$ cat config.mk
export PLATFORM = sky130hd
export DESIGN_NAME = hdlc_tx_framer
export DESIGN_NICKNAME = d
export VERILOG_FILES = /design/src/rtl/hdlc_tx_pkg.sv /design/src/rtl/hdlc_tx_stuffer.sv /design/src/rtl/hdlc_tx_shifter.sv /design/src/rtl/hdlc_tx_framer.sv
export SDC_FILE = /design/constraint.sdc
export NUM_CORES = 1
export LEC_CHECK = 0
export BUFFER_PORTS_ARGS = -buffer_cell sky130_fd_sc_hd__buf_2
export CAP_MARGIN = 40
export CORE_UTILIZATION = 55
export DETAILED_ROUTE_END_ITERATION = 10
export GPL_TIMING_DRIVEN = 0
export HOLD_SLACK_MARGIN = 0.06
export PLACE_DENSITY_LB_ADDON = 0.3
export REMOVE_ABC_BUFFERS = 1
export SYNTH_ARGS = -nofsm -noshare
export SYNTH_HDL_FRONTEND = slang
export SYNTH_HIERARCHICAL = 1
export SYNTH_SLANG_ARGS = --single-unit
$ cat constraint.sdc
create_clock -name clk -period 2.7 [get_ports clk]
set_clock_uncertainty 0.15 [all_clocks]
set_input_delay 0.54 -clock clk [delete_from_list [all_inputs] [get_ports clk]]
set_output_delay 0.54 -clock clk [all_outputs]
set_load 0.1 [all_outputs]
$ cat src/rtl/hdlc_tx_pkg.sv
package hdlc_tx_pkg;
  // Symbol chosen for the next 8-bit line slot.
  typedef enum logic [1:0] {
    SYM_FLAG  = 2'd0,
    SYM_DATA  = 2'd1,
    SYM_ABORT = 2'd2,
    SYM_MARK  = 2'd3
  } sym_e;
endpackage

$ cat src/rtl/hdlc_tx_stuffer.sv
module hdlc_tx_stuffer #(
  parameter int RUN_LEN = 5
) (
  input  logic clk,
  input  logic rst_n,
  input  logic bit_val,
  input  logic bit_is_data,
  output logic stuff_now
);
  localparam int CW = $clog2(RUN_LEN + 1);

  logic [CW-1:0] ones_q;

  assign stuff_now = (ones_q == CW'(RUN_LEN));

  always_ff @(posedge clk) begin
    if (!rst_n) begin
      ones_q <= '0;
    end else if (stuff_now) begin
      ones_q <= '0;
    end else if (bit_is_data && bit_val) begin
      ones_q <= ones_q + 1'b1;
    end else begin
      ones_q <= '0;
    end
  end
endmodule

$ cat src/rtl/hdlc_tx_shifter.sv
module hdlc_tx_shifter #(
  parameter int BYTE_W = 8
) (
  input  logic              clk,
  input  logic              rst_n,
  input  logic              load,
  input  logic [BYTE_W-1:0] load_val,
  input  logic              hold,
  output logic              cur_bit,
  output logic              empty
);
  localparam int LW = $clog2(BYTE_W);

  logic [BYTE_W-1:0] sh_q;
  logic [LW-1:0]     left_q;

  assign cur_bit = sh_q[0];
  assign empty   = (left_q == '0);

  always_ff @(posedge clk) begin
    if (!rst_n) begin
      sh_q   <= '0;
      left_q <= '0;
    end else if (load) begin
      sh_q   <= load_val >> 1;
      left_q <= LW'(BYTE_W - 1);
    end else if (!hold && !empty) begin
      sh_q   <= sh_q >> 1;
      left_q <= left_q - 1'b1;
    end
  end
endmodule

$ cat src/rtl/hdlc_tx_framer.sv
module hdlc_tx_framer #(
  parameter int                BYTE_W   = 8,
  parameter int                RUN_LEN  = 5,
  parameter logic [BYTE_W-1:0] FLAG_PAT = 8'h7E
) (
  input  logic              clk,
  input  logic              rst_n,
  input  logic              in_valid,
  output logic              in_ready,
  input  logic [BYTE_W-1:0] in_data,
  input  logic              in_sof,
  input  logic              in_eof,
  input  logic              abort_req,
  output logic              tx_bit
);
  import hdlc_tx_pkg::*;

  logic              stuff_now;
  logic              ser_empty;
  logic              ser_bit;
  logic              slot;
  logic              end_frame;
  sym_e              pick;
  logic [BYTE_W-1:0] sym_byte;
  logic              emit_val;
  logic              emit_data;

  logic opened;
  logic close_pend;
  logic abort_pend;
  logic mark_idle;
  logic cur_data;

  // A new symbol is loaded when the shifter is empty and no zero is owed.
  assign slot     = ser_empty && !stuff_now;
  assign in_ready = slot && opened && !close_pend && !abort_pend;

  always_comb begin
    pick = SYM_FLAG;
    if (opened) begin
      if (abort_pend)    pick = SYM_ABORT;
      else if (close_pend) pick = SYM_FLAG;
      else if (in_valid)   pick = SYM_DATA;
      else                 pick = SYM_ABORT;   // underrun
    end else if (in_valid && in_sof) begin
      pick = SYM_FLAG;                         // opening flag
    end else if (mark_idle) begin
      pick = SYM_MARK;
    end
  end

  always_comb begin
    unique case (pick)
      SYM_DATA:             sym_byte = in_data;
      SYM_ABORT, SYM_MARK:  sym_byte = '1;
      default:              sym_byte = FLAG_PAT;
    endcase
  end

  assign end_frame = slot && opened && (pick != SYM_DATA);
  assign emit_val  = slot ? sym_byte[0] : ser_bit;
  assign emit_data = slot ? (pick == SYM_DATA) : cur_data;

  hdlc_tx_stuffer #(.RUN_LEN(RUN_LEN)) u_stuff (
    .clk         (clk),
    .rst_n       (rst_n),
    .bit_val     (emit_val),
    .bit_is_data (emit_data),
    .stuff_now   (stuff_now)
  );

  hdlc_tx_shifter #(.BYTE_W(BYTE_W)) u_shift (
    .clk      (clk),
    .rst_n    (rst_n),
    .load     (slot),
    .load_val (sym_byte),
    .hold     (stuff_now),
    .cur_bit  (ser_bit),
    .empty    (ser_empty)
  );

  always_ff @(posedge clk) begin
    if (!rst_n) begin
      tx_bit <= 1'b1;
      cur_data <= 1'b0;
    end else begin
      tx_bit <= stuff_now ? 1'b0 : emit_val;
      if (slot) cur_data <= (pick == SYM_DATA);
    end
  end

  always_ff @(posedge clk) begin
    if (!rst_n) begin
      opened     <= 1'b0;
      close_pend <= 1'b0;
      abort_pend <= 1'b0;
      mark_idle  <= 1'b0;
    end else begin
      if (slot) begin
        unique case (pick)
          SYM_DATA: close_pend <= in_eof;
          SYM_ABORT: begin
            opened     <= 1'b0;
            close_pend <= 1'b0;
            abort_pend <= 1'b0;
            mark_idle  <= 1'b1;
          end
          SYM_FLAG: begin
            if (opened) begin
              opened     <= 1'b0;
              close_pend <= 1'b0;
            end else if (in_valid && in_sof) begin
              opened    <= 1'b1;
              mark_idle <= 1'b0;
            end
          end
          default: ;
        endcase
      end
      if (abort_req && opened && !end_frame) abort_pend <= 1'b1;
    end
  end
endmodule

; Yosys cells after proc, flatten, opt, wreduce, memory -nomap -nowiden
; Cells that the tools add are included.
[totals]
regBits = 19
inputBits = 14
output_inout_bits = 2
[op_classes]
n_addsub = 2
eq_ne = 8
mux = 25
n_bitwise = 2
n_reduce_logical = 28
[op_table]
columns = op, n
row1 = one-hot mux 8 bit (2 select lines), 1
row2 = 2-to-1 mux 7 bit, 2
row3 = 2-to-1 mux 2 bit, 6
row4 = 2-to-1 mux 1 bit, 11
row5 = logical AND 1 bit, 10
row6 = nonzero test 2 bit, 4
row7 = 2-to-1 mux 3 bit, 2
row8 = "!= test 2 bit, second input constant", 3
row9 = logical NOT 1 bit, 5
row10 = "equality test 2 bit, second input constant", 2
row11 = one-hot mux 1 bit (2 select lines), 2
row12 = AND reduction 2 bit, 2
row13 = AND reduction 4 bit, 1
row14 = "adder 3 x 1 -> 3 bit, second input constant", 1
row15 = "equality test 3 bit, second input constant", 1
row16 = logical NOT 3 bit, 1
row17 = one-hot mux 1 bit (3 select lines), 1
row18 = AND reduction 3 bit, 1
row19 = nonzero test 3 bit, 1
row20 = OR reduction 3 bit, 1
row21 = "subtractor 3 x 1 -> 3 bit, second input constant", 1
row22 = "equality test 2 x 1 -> 1 bit, second input constant", 1
row23 = logical NOT 2 bit, 1
row24 = "!= test 2 x 1 -> 1 bit, second input constant", 1
row25 = other kinds (2), 3

; Longest topological paths before layout
; Gate-level depths: netlist (run 1).
[depth]
ltp_word = 11
depth_mapped = 11
depth_no_buf = 9

; Modules after synthesis
; Netlist (run 1), hierarchy kept.
[by_module_without_submodules]
columns = module, instances, cells_per_inst, area_per_inst_um2, seq_area_each_um2
row1 = hdlc_tx_framer, 1, 65, 499.2, 120.1
row2 = hdlc_tx_shifter, 1, 47, 452.9, 200.2
row3 = hdlc_tx_stuffer, 1, 13, 133.9, 60.1

; Worst setup path before layout (run 1)
; OpenSTA, ideal clock, no wires.
[synth_path]
path_type = flip-flop to output port
start = register u_stuff.ones_q[1]
end = output in_ready
t_arrival_ns = 3.030
path_slack_ns = -1.020
stages_incl_launch_ff = 7
n_path_buf = 1
cell_sequence = dfxtp_1 inv_1 ha_1 and2_1 nand2b_1 buf_6 nor3_1
[synth_between]
elab_chain_len = 6
[synth_lines]
columns = element, line
row1 = "start, declared", hdlc_tx_stuffer.sv:12  ; logic [CW-1:0] ones_q;
row2 = "start signal, assigned", hdlc_tx_stuffer.sv:22  ; ones_q <= ones_q + 1'b1;
row3 = equality test 3 bit, hdlc_tx_stuffer.sv:14  ; assign stuff_now = (ones_q == CW'(RUN_LEN));
row4 = via stuff_now, hdlc_tx_framer.sv:18  ; logic stuff_now;
row5 = logical NOT 1 bit, hdlc_tx_framer.sv:35  ; assign slot = ser_empty && !stuff_now;
row6 = logical AND 1 bit, hdlc_tx_framer.sv:35
row7 = logical AND 1 bit (3 in series), hdlc_tx_framer.sv:36  ; assign in_ready = slot && opened && !close_pend && !abort_pend;
row8 = "end, declared", hdlc_tx_framer.sv:9  ; output logic in_ready,
; The timed path passes the listed nets, and every way through them passes these cells.

; Final worst setup path (run 1)
; Ends and elaborated chain as after synthesis.

==> out/results.txt, run 1 <==
CTS tree: yes
Mapped Area: 0.00109 sq mm
Per-cell routed wire length: 12.4 um
First-pass GRT wire length: 3480 um
Placed Instance Area: 0.00115 sq mm
Setup Crit Path Kind: reg -> out
Full die area: 0.00216 sq mm
Pwr/cell area: 833 mW/mm^2
CP peak stage delay: 350 ps
Cell family with most CP delay: simple AND/OR/NAND/NOR gates
RSZ-0062 raised after global routing: no
Synth Area in Compound Gates: 0.191
Root buf cell: clkbuf_4
Crit end category: output pin
Final Max Slew Viols: 0
Final GP Congestion: 0.864
Buffers and inverters on the worst path: 2
Post-synth cell types: 34
Synth async-reset ratio: 0
Starting Density: 0.609
Post-Route WL: 2030 um
Clock Latency Late Sink: 300 ps
Initial antenna violation count: 0
Die Wd: 46.4 um
Die height: 46.4 um
Final setup fails: 0
CTS max path bufs: 2
Largest family of logic cells by synthesized area: simple AND/OR/NAND/NOR gates
Tmin final: 2580 ps
CP Max Fanout: 8
Num rows: 15
ANT cells: 0
# hold bufs at CTS: 0
Worst rel slew slack: 0.589
Buffers on Ports: 15
Nets: 163
GR Util met3: 0.0431
Max cap viols: 0
Num CTS Buffers: 3
IO Pins: 16
CTS HTree Levels: 1
Synth Area in Adders: 0.104
Most Crowded Layer GR: met2
Layout cells sized above 1: 0.173
Vias/cell: 5.46
Met2 Use GR: 0.364
Worst Path Required: 2010 ps
Largest net degree at the start of global routing: 17
Status: completed
Clk slew on worst S/H paths: 110 ps
Vias in the first global route: 820
Crit-path cells: inv_1, ha_1, and2_1, nand2b_1, nor3_1, buf_6
Lkg Pwr: 0.523 nW
Placed Cells: 160
Number of flops mapped to enable cells by yosys: 0
Fin cells: 164
Setup TNS: 0 ps
Post-route DRC: 0
FF-to-FF setup slack: 340 ps
FMAX: 0.388 GHz
Hold Violations, Final: 0
YS warnings: 6
DRT Pass-1 Iters: 4
Post-synthesis simple-gate area fraction: 0.196
DRT antenna net count: 0
Clk sink count: 19
CP Launch Type: flop
Detail Placement HPWL: 1530 um
Aggregate global-route resource usage: 0.227
Worst path slowest cell: dfxtp_1
Avg Inst Size Synth: 8.69 sq um
Overflow after GRT: 0
Final instance area: 0.00118 sq mm
Top FF cell, synth: dfxtp_1
GR Layer Usage met1: 0.295
Multiplexer share of the synthesized area: 0.0853
Syn Inst Count: 125
Area delta synth->final: 8.99%
Register bit total from synthesis: 19
Initial DRC count: 15
Peak supply drop: 442 uV
Path category of the worst min-delay check: reg -> reg
Slew @ Worst Pin: 612 ps
XOR/XNOR share of the synthesized area: 0.00806
Sequential share of the synthesized area: 0.350
Core area: 0.00178 sq mm
WP data arrival: 1890 ps
Fin crit share: 0.955
Routed vias: 895
-- synthesized netlist by cell type (2+ instances only) --
cell type	n	share of area
buf_2	3	0.014
nor3_1	6	0.028
nand2b_1	3	0.017
o21ai_0	9	0.041
ha_1	9	0.10
a21oi_1	8	0.037
mux2i_1	7	0.065
o21a_1	3	0.021
a211oi_1	2	0.014
a311oi_1	2	0.016
nand2_1	17	0.059
inv_1	7	0.024
nand3b_1	2	0.014
mux2_2	2	0.021
nor2_1	7	0.024
dfxtp_1	19	0.35
and2_1	2	0.012
-- kinds of logic (layout without fill, tap and decap cells) --
kind of cell	after synthesis	count (layout)
simple gates	42	42
xor+xnor	1	1
buf+inv	13	27
fa+ha+maj	9	9
flops	19	19
mux	9	9
compound gates	32	32
-- cell type report --
cell class | instances | area, sq um
Multi-Input combinational cell | 93 | 634
Fill cell | 172 | 599
Sequential cell | 19 | 380
Timing Repair Buffer | 15 | 81.3
Tap cell | 25 | 31.3
Inverter | 8 | 30.0
Clock buffer | 4 | 26.3
-- power breakdown --
group          total (mW)  internal (mW)  switching, mW
combinational       0.444          0.169          0.275
clock               0.148         0.0576         0.0902
sequential          0.394          0.352         0.0427
total               0.986          0.578          0.408
-- flip-flops by register name, summed over array words and instances, names as in the netlist --
name	count
mark_idle	1
u_stuff/ones_q	3
u_shift/left_q	3
abort_pend	1
close_pend	1
u_shift/sh_q	7
cur_data	1
tx_bit	1
opened	1
-- through the flow --
step                 util  setup slack, ps  power [mW]  hold WS (ps)
floorplan               -             -999       0.738           288
global route        0.664             6.82        1.06           365
CTS                 0.662              106       0.984           326
finish              0.664              121       0.986           322
global placement    0.646              224       0.810           298
detailed placement  0.646              133       0.839           310
-- per-layer routing --
| metal | vias up | routed length [um] |
|---|---|---|
| li1 | 471 | - |
| met4 | 0 | 23 |
| met3 | 2 | 57 |
| met5 | - | 0 |
| met1 | 406 | 969 |
| met2 | 16 | 978 |
-- cells in the final DEF, fill, tap and decap left out --
master,count
a211oi_1,2
a21boi_0,1
a21boi_1,1
a21oi_1,8
a21oi_2,1
a2bb2oi_1,1
a311oi_1,2
and2_1,2
and4b_1,1
buf_2,14
buf_6,1
clkbuf_1,1
clkbuf_4,3
dfxtp_1,19
ha_1,9
inv_1,7
inv_2,1
mux2_2,2
mux2i_1,7
nand2_1,17
nand2b_1,3
nand3_1,1
nand3b_1,2
nor2_1,7
nor2_4,1
nor3_1,6
o211a_1,1
o211ai_1,1
o21a_1,3
o21ai_0,9
o2bb2ai_1,1
o311ai_0,1
or3b_1,1
or4_4,1
xnor2_1,1
-- path summary, 6_finish.rpt --
kind                           from                end  cells past startpoint
setup / recovery  u_stuff/ones_q[1]           in_ready                      6
hold / removal    u_stuff/ones_q[0]  u_stuff/ones_q[0]                      1
setup reg to reg             opened    u_shift/sh_q[5]                      8
hold reg to reg   u_stuff/ones_q[0]  u_stuff/ones_q[0]                      1
-- what timing repair did --
| item | CTS | global route |
|---|---|---|
| cloned | 0 | 0 |
| buffers inserted | 0 | 0 |
| gates resized for setup | 1 | 1 |
| endpoints found under the setup margin | 1 | 1 |
(Power assumes the default switching activity.)
==> run 2, diff against run 1 <==
clock period = 2.63 ns   (was 2.7 ns; I/O delays follow)
==> run 2 against run 1 <==
Routed wire length is 0.59% lower; utilization is 0.42 points higher; power is 3.1% higher; non-clock buffer count stayed put; first-iteration DRC count is 33% higher; hold slack hardly changed; cell area is 0.63% higher; largest cell class unchanged; largest power group unchanged.
==> out/results.txt, run 2 (synthesis results as in run 1) <==
Layout cells sized above 1: 0.187 (+0.0144)
GR Util met3: 0.0431 (unchanged)
R2R cell count: 9 (+1)
Slew @ Worst Pin: 484 ps (-128 ps)
Lkg Pwr: 0.527 nW (+0.88%)
Vias in the first global route: 820 (unchanged)
Vias/cell: 5.55 (+1.7%)
RR Startpoint: opened
Nets: 163 (unchanged)
Biggest regs: u_shift/sh_q (7), u_shift/left_q (3), u_stuff/ones_q (3)
Num rows: 15 (unchanged)
IO Pins: 16 (unchanged)
WP data arrival: 1830 ps (-60 ps)
Per-cell routed wire length: 12.3 um (-0.59%)
RSZ-0062 raised after global routing: no
Starting Density: 0.609 (unchanged)
Num CTS Buffers: 3 (unchanged)
Root buf cell: clkbuf_4
DRT Pass-1 Iters: 4 (unchanged)
Setup TNS: 0 ps (unchanged)
Clk slew on worst S/H paths: 110 ps (about the same)
Most frequent cells in the layout: 19 x dfxtp_1, 17 x nand2_1, 14 x buf_2
# hold bufs at CTS: 0 (unchanged)
Post-route DRC: 0 (unchanged)
Fin crit share: 0.953
FF-to-FF setup slack: 300 ps (-40 ps)
Area delta synth->final: 9.68%
Initial DRC count: 20 (+5)
Status: completed
Pwr/cell area: 854 mW/mm^2 (+2.5%)
Full die area: 0.00216 sq mm (unchanged)
Most common cell after layout, fill and taps aside: dfxtp_1
CP Capture Point: in_ready
Worst Path Required: 1950 ps (-60 ps)
CP Launch Type: flop
CP Launch Point: u_stuff/ones_q[1]
Most Crowded Layer GR: met2
GR Layer Usage met1: 0.295 (unchanged)
Routed vias: 910 (+1.7%)
Fin cells: 164 (unchanged)
Max cap viols: 0 (unchanged)
Met2 Use GR: 0.364 (unchanged)
CTS HTree Levels: 1 (unchanged)
Overflow after GRT: 0 (unchanged)
Final GP Congestion: 0.864 (unchanged)
Path category of the worst min-delay check: reg -> reg
CP Max Fanout: 8 (unchanged)
Worst reg2reg path endpoint: u_stuff/ones_q[1]
First-pass GRT wire length: 3480 um (unchanged)
CTS tree: yes
Setup Crit Path Kind: reg -> out
Core area: 0.00178 sq mm (unchanged)
Peak supply drop: 458 uV (+3.4%)
Initial antenna violation count: 0 (unchanged)
Buffers on Ports: 15 (unchanged)
Clk sink count: 19 (unchanged)
Aggregate global-route resource usage: 0.227 (unchanged)
Die height: 46.4 um (unchanged)
Detail Placement HPWL: 1530 um (unchanged)
Post-Route WL: 2020 um (-0.59%)
FMAX: 0.399 GHz
Tmin final: 2510 ps
Worst rel slew slack: 0.679 (+0.0904)
Largest net degree at the start of global routing: 17 (unchanged)
Crit end category: output pin
Post-CTS setup buffers: 0 (unchanged)
Clock Latency Late Sink: 300 ps (about the same)
Number of flip-flops in the largest register: 7 (unchanged)
Placed Cells: 160 (unchanged)
DRT antenna net count: 0 (unchanged)
Final setup fails: 0 (unchanged)
Final Max Slew Viols: 0 (unchanged)
CTS max path bufs: 2 (unchanged)
Die Wd: 46.4 um (unchanged)
Biggest register: u_shift/sh_q
Hold Violations, Final: 0 (unchanged)
ANT cells: 0 (unchanged)
Fill cells: 168 (-2.3%)
[run 2: stage by stage]
| stage | total power [mW] | worst slack (ps) | area, sq um | utilization | hold slack, ps |
|---|---|---|---|---|---|
| 6_report | 1.02 | 123 | 1190 | 0.668 | 322 |
| 5_1_grt | 1.09 | 17.3 | 1190 | 0.668 | 359 |
| 4_1_cts | 1.01 | 50.1 | 1180 | 0.662 | 326 |
| 3_5_place_dp | 0.861 | 76.9 | 1150 | 0.646 | 310 |
| 3_3_place_gp | 0.832 | 168 | 1150 | 0.646 | 298 |
| 2_1_floorplan | 0.757 | -1050 | 1040 | - | 288 |
[run 2: what timing repair did]
item,in CTS,in global routing
gates resized for setup,1,3
endpoints found under the hold margin,0,0
endpoints found under the setup margin,1,4
[run 2: how the worst min path moves through the flow]
| stage | from | depth (start not counted) | slack (ps) | endpoint |
|---|---|---|---|---|
| CTS | u_stuff/ones_q[0] | 1 | 330 | u_stuff/ones_q[0] |
| finish | u_stuff/ones_q[0] | 1 | 320 | u_stuff/ones_q[0] |
| detailed placement | u_stuff/ones_q[0] | 1 | 310 | u_stuff/ones_q[0] |
| global route | abort_req | 3 | 360 | abort_pend |
| floorplan | u_stuff/ones_q[0] | 1 | 290 | u_stuff/ones_q[0] |
| global placement | u_stuff/ones_q[0] | 1 | 300 | u_stuff/ones_q[0] |
[run 2: final cells by class]
type,count,area [sq um],share of cell area
timing repair buffer,15,81.3,0.0683
multi-input combinational,93,642,0.539
clock buffer,4,26.3,0.0221
tap,25,31.3,0.0263
sequential,19,380,0.319
inverter,8,30.0,0.0252
[run 2: routing by layer]
metal / up-vias / share of wire / wire (um)
li1: 470 / - / -
met1: 414 / 0.48 / 962
met2: 24 / 0.47 / 949
met3: 2 / 0.040 / 81
met4: 0 / 0.012 / 24
met5: - / 0 / 0
[run 2: critical path: stages, from the launching register on]
cell      delay (ps)
dfxtp_1          350
inv_1             40
ha_1             170
and2_1           210
nand2b_2         290
nor3_1           210
buf_6            260
[run 2: where the power goes]
part | internal, mW | switching (mW) | leakage [nW]
combinational | 0.176 | 0.284 | 0.356
sequential | 0.361 | 0.0437 | 0.156
clock | 0.0592 | 0.0926 | 0.0150
total | 0.597 | 0.421 | 0.527
==> run 3, diff against run 2 <==
CORE_MARGIN = 5   (was unset)
CTS_CLUSTER_SIZE = 20   (was unset)
==> run 3 against run 2 <==
Via count rose by 0.77%; die area rose by 37%; non-clock buffer count did not move; sequential cell count did not move; utilization fell by 5.0 points; cell count rose by 1.2%; global-route usage fell by 6.7 points; cell area fell by 0.21%; critical endpoint unchanged; hold slack got worse by 1.2 ps; register-to-register slack improved by 80 ps; largest power group unchanged; count of clock-buffer cells in the layout did not move; power fell by 1.9%; highest routed layer unchanged.
==> out/results.txt, run 3 (synthesis results as in run 1) <==
Status: completed
Cell family with most CP delay: simple AND/OR/NAND/NOR gates
Crit end category: output pin
Clock Latency Late Sink: 300 ps (about the same)
CTS max path bufs: 2 (unchanged)
Initial DRC count: 14 (-30%)
Fill cells: 190 (+13%)
IO Pins: 16 (unchanged)
Worst path slowest cell: dfxtp_1
WP data arrival: 1830 ps (about the same)
Fin crit share: 0.953 (about the same)
Core area: 0.00192 sq mm (+7.8%)
Worst reg2reg path endpoint: u_shift/sh_q[3]
Final setup fails: 0 (unchanged)
R2R cell count: 8 (-1)
FF-to-FF setup slack: 380 ps (+80 ps)
Lkg Pwr: 0.523 nW (-0.88%)
Crit-path cells: inv_1, ha_1, and2_1, nand2b_2, nor3_1, buf_6
ANT cells: 0 (unchanged)
Largest net degree at the start of global routing: 17 (unchanged)
Buffers on Ports: 15 (unchanged)
First-pass GRT wire length: 3460 um (-0.60%)
Worst Path Required: 1950 ps (about the same)
Post-Route WL: 1980 um (-2.0%)
Layout cells sized above 1: 0.180 (-0.00719)
Vias/cell: 5.52 (-0.44%)
Biggest regs: u_shift/sh_q (7), u_shift/left_q (3), u_stuff/ones_q (3)
Post-route DRC: 0 (unchanged)
# hold bufs at CTS: 0 (unchanged)
Most frequent cells in the layout: 19 x dfxtp_1, 17 x nand2_1, 14 x buf_2
Max cap viols: 0 (unchanged)
CP Max Fanout: 8 (unchanged)
Die height: 54.4 um (+17%)
Reg power frac: 0.403 (+0.005)
Hold slack final: 321 ps (-1.23 ps)
Aggregate global-route resource usage: 0.161 (-0.0667)
Combinational power share: 0.447 (-0.006)
Sw frac: 0.404 (-0.00914)
CP peak stage delay: 340 ps (about the same)
CTS tree: yes
Final GP Congestion: 0.852 (-1.4%)
Root buf cell: clkbuf_4
Final instance area: 0.00119 sq mm (-0.21%)
Most common cell after layout, fill and taps aside: dfxtp_1
Initial antenna violation count: 0 (unchanged)
DP Worst Slack: 151 ps (+74.1 ps)
Pwr/cell area: 840 mW/mm^2 (-1.7%)
Hold Violations, Final: 0 (unchanged)
Buffers and inverters on the worst path: 2 (unchanged)
Biggest register: u_shift/sh_q
Setup Crit Path Kind: reg -> out
CP Launch Type: flop
Detail Placement HPWL: 1480 um (-3.4%)
Num CTS Buffers: 3 (unchanged)
Nets: 163 (unchanged)
P_int: 0.594 mW (-0.37%)
Final setup margin: 124 ps (+0.222 ps)
Clk sink count: 19 (unchanged)
Final Max Slew Viols: 0 (unchanged)
Per-cell routed wire length: 11.9 um (-3.2%)
Num rows: 16 (+1)
Crit path depth: 6 (unchanged)
RR Startpoint: opened
DRT antenna net count: 0 (unchanged)
CP Launch Point: u_stuff/ones_q[1]
Worst rel slew slack: 0.617 (-0.0622)
CTS HTree Levels: 1 (unchanged)
Clock share of power: 0.151 (+0.002)
Vias in the first global route: 839 (+2.3%)
Sw power: 0.404 mW (-4.1%)
DRT Pass-1 Iters: 4 (unchanged)
Starting Density: 0.565 (-0.0440)
Area delta synth->final: 9.45%
Overflow after GRT: 0 (unchanged)
Path category of the worst min-delay check: reg -> reg
Placed Instance Area: 0.00115 sq mm (+0.22%)
Die Wd: 54.4 um (+17%)
Slew @ Worst Pin: 570 ps (+85.6 ps)
Clk slew on worst S/H paths: 110 ps (about the same)
Tmin final: 2510 ps (-0.222 ps)
Total chip power: 0.998 mW (-1.9%)
Routed vias: 917 (+0.77%)
Setup TNS: 0 ps (unchanged)
Peak supply drop: 540 uV (+18%)
RSZ-0062 raised after global routing: no
Number of flip-flops in the largest register: 7 (unchanged)
FMAX: 0.399 GHz (about the same)
Full die area: 0.00296 sq mm (+37%)
CP Capture Point: in_ready
-- run 3: power groups by stage --
stage / combinational (mW) / sequential, mW / clock (mW)
finish: 0.446 / 0.402 / 0.150
global route: 0.507 / 0.409 / 0.168
CTS: 0.444 / 0.402 / 0.155
detailed placement: 0.441 / 0.410 / 0
global placement: 0.428 / 0.406 / 0
floorplan: 0.331 / 0.426 / 0
-- run 3: final cells by class --
type / instances / area [sq um] / share of cell area
Tap cell: 27 / 33.8 / 0.0284
Clock buffer: 4 / 26.3 / 0.0221
Inverter: 8 / 30.0 / 0.0253
Sequential cell: 19 / 380 / 0.320
Timing Repair Buffer: 15 / 81.3 / 0.0684
Multi-Input combinational cell: 93 / 637 / 0.536
-- run 3: worst min-delay path by stage --
stage | from | end | cells after the start
detailed placement | u_stuff/ones_q[0] | u_stuff/ones_q[0] | 1
global route | u_stuff/ones_q[0] | u_stuff/ones_q[0] | 1
floorplan | u_stuff/ones_q[0] | u_stuff/ones_q[0] | 1
global placement | u_stuff/ones_q[0] | u_stuff/ones_q[0] | 1
finish | u_stuff/ones_q[0] | u_stuff/ones_q[0] | 1
CTS | u_stuff/ones_q[0] | u_stuff/ones_q[0] | 1
-- run 3: stage by stage --
| stage | utilization | cells |
|---|---|---|
| 4_1_cts | 0.615 | 166 |
| 2_1_floorplan | - | 120 |
| 3_3_place_gp | 0.600 | 162 |
| 6_report | 0.618 | 166 |
| 5_1_grt | 0.618 | 166 |
| 3_5_place_dp | 0.600 | 162 |
-- run 3: timing repair --
action | 4_1_cts | 5_1_grt
setup endpoints to repair | 1 | 1
setup buffers | 0 | 0
gates resized for setup | 1 | 2
-- run 3: per-layer routing --
layer | track usage | part of all wire
met1 | 0.216 | 0.47
met2 | 0.251 | 0.47
met3 | 0.0245 | 0.040
met4 | 0.0747 | 0.026
met5 | 0 | 0
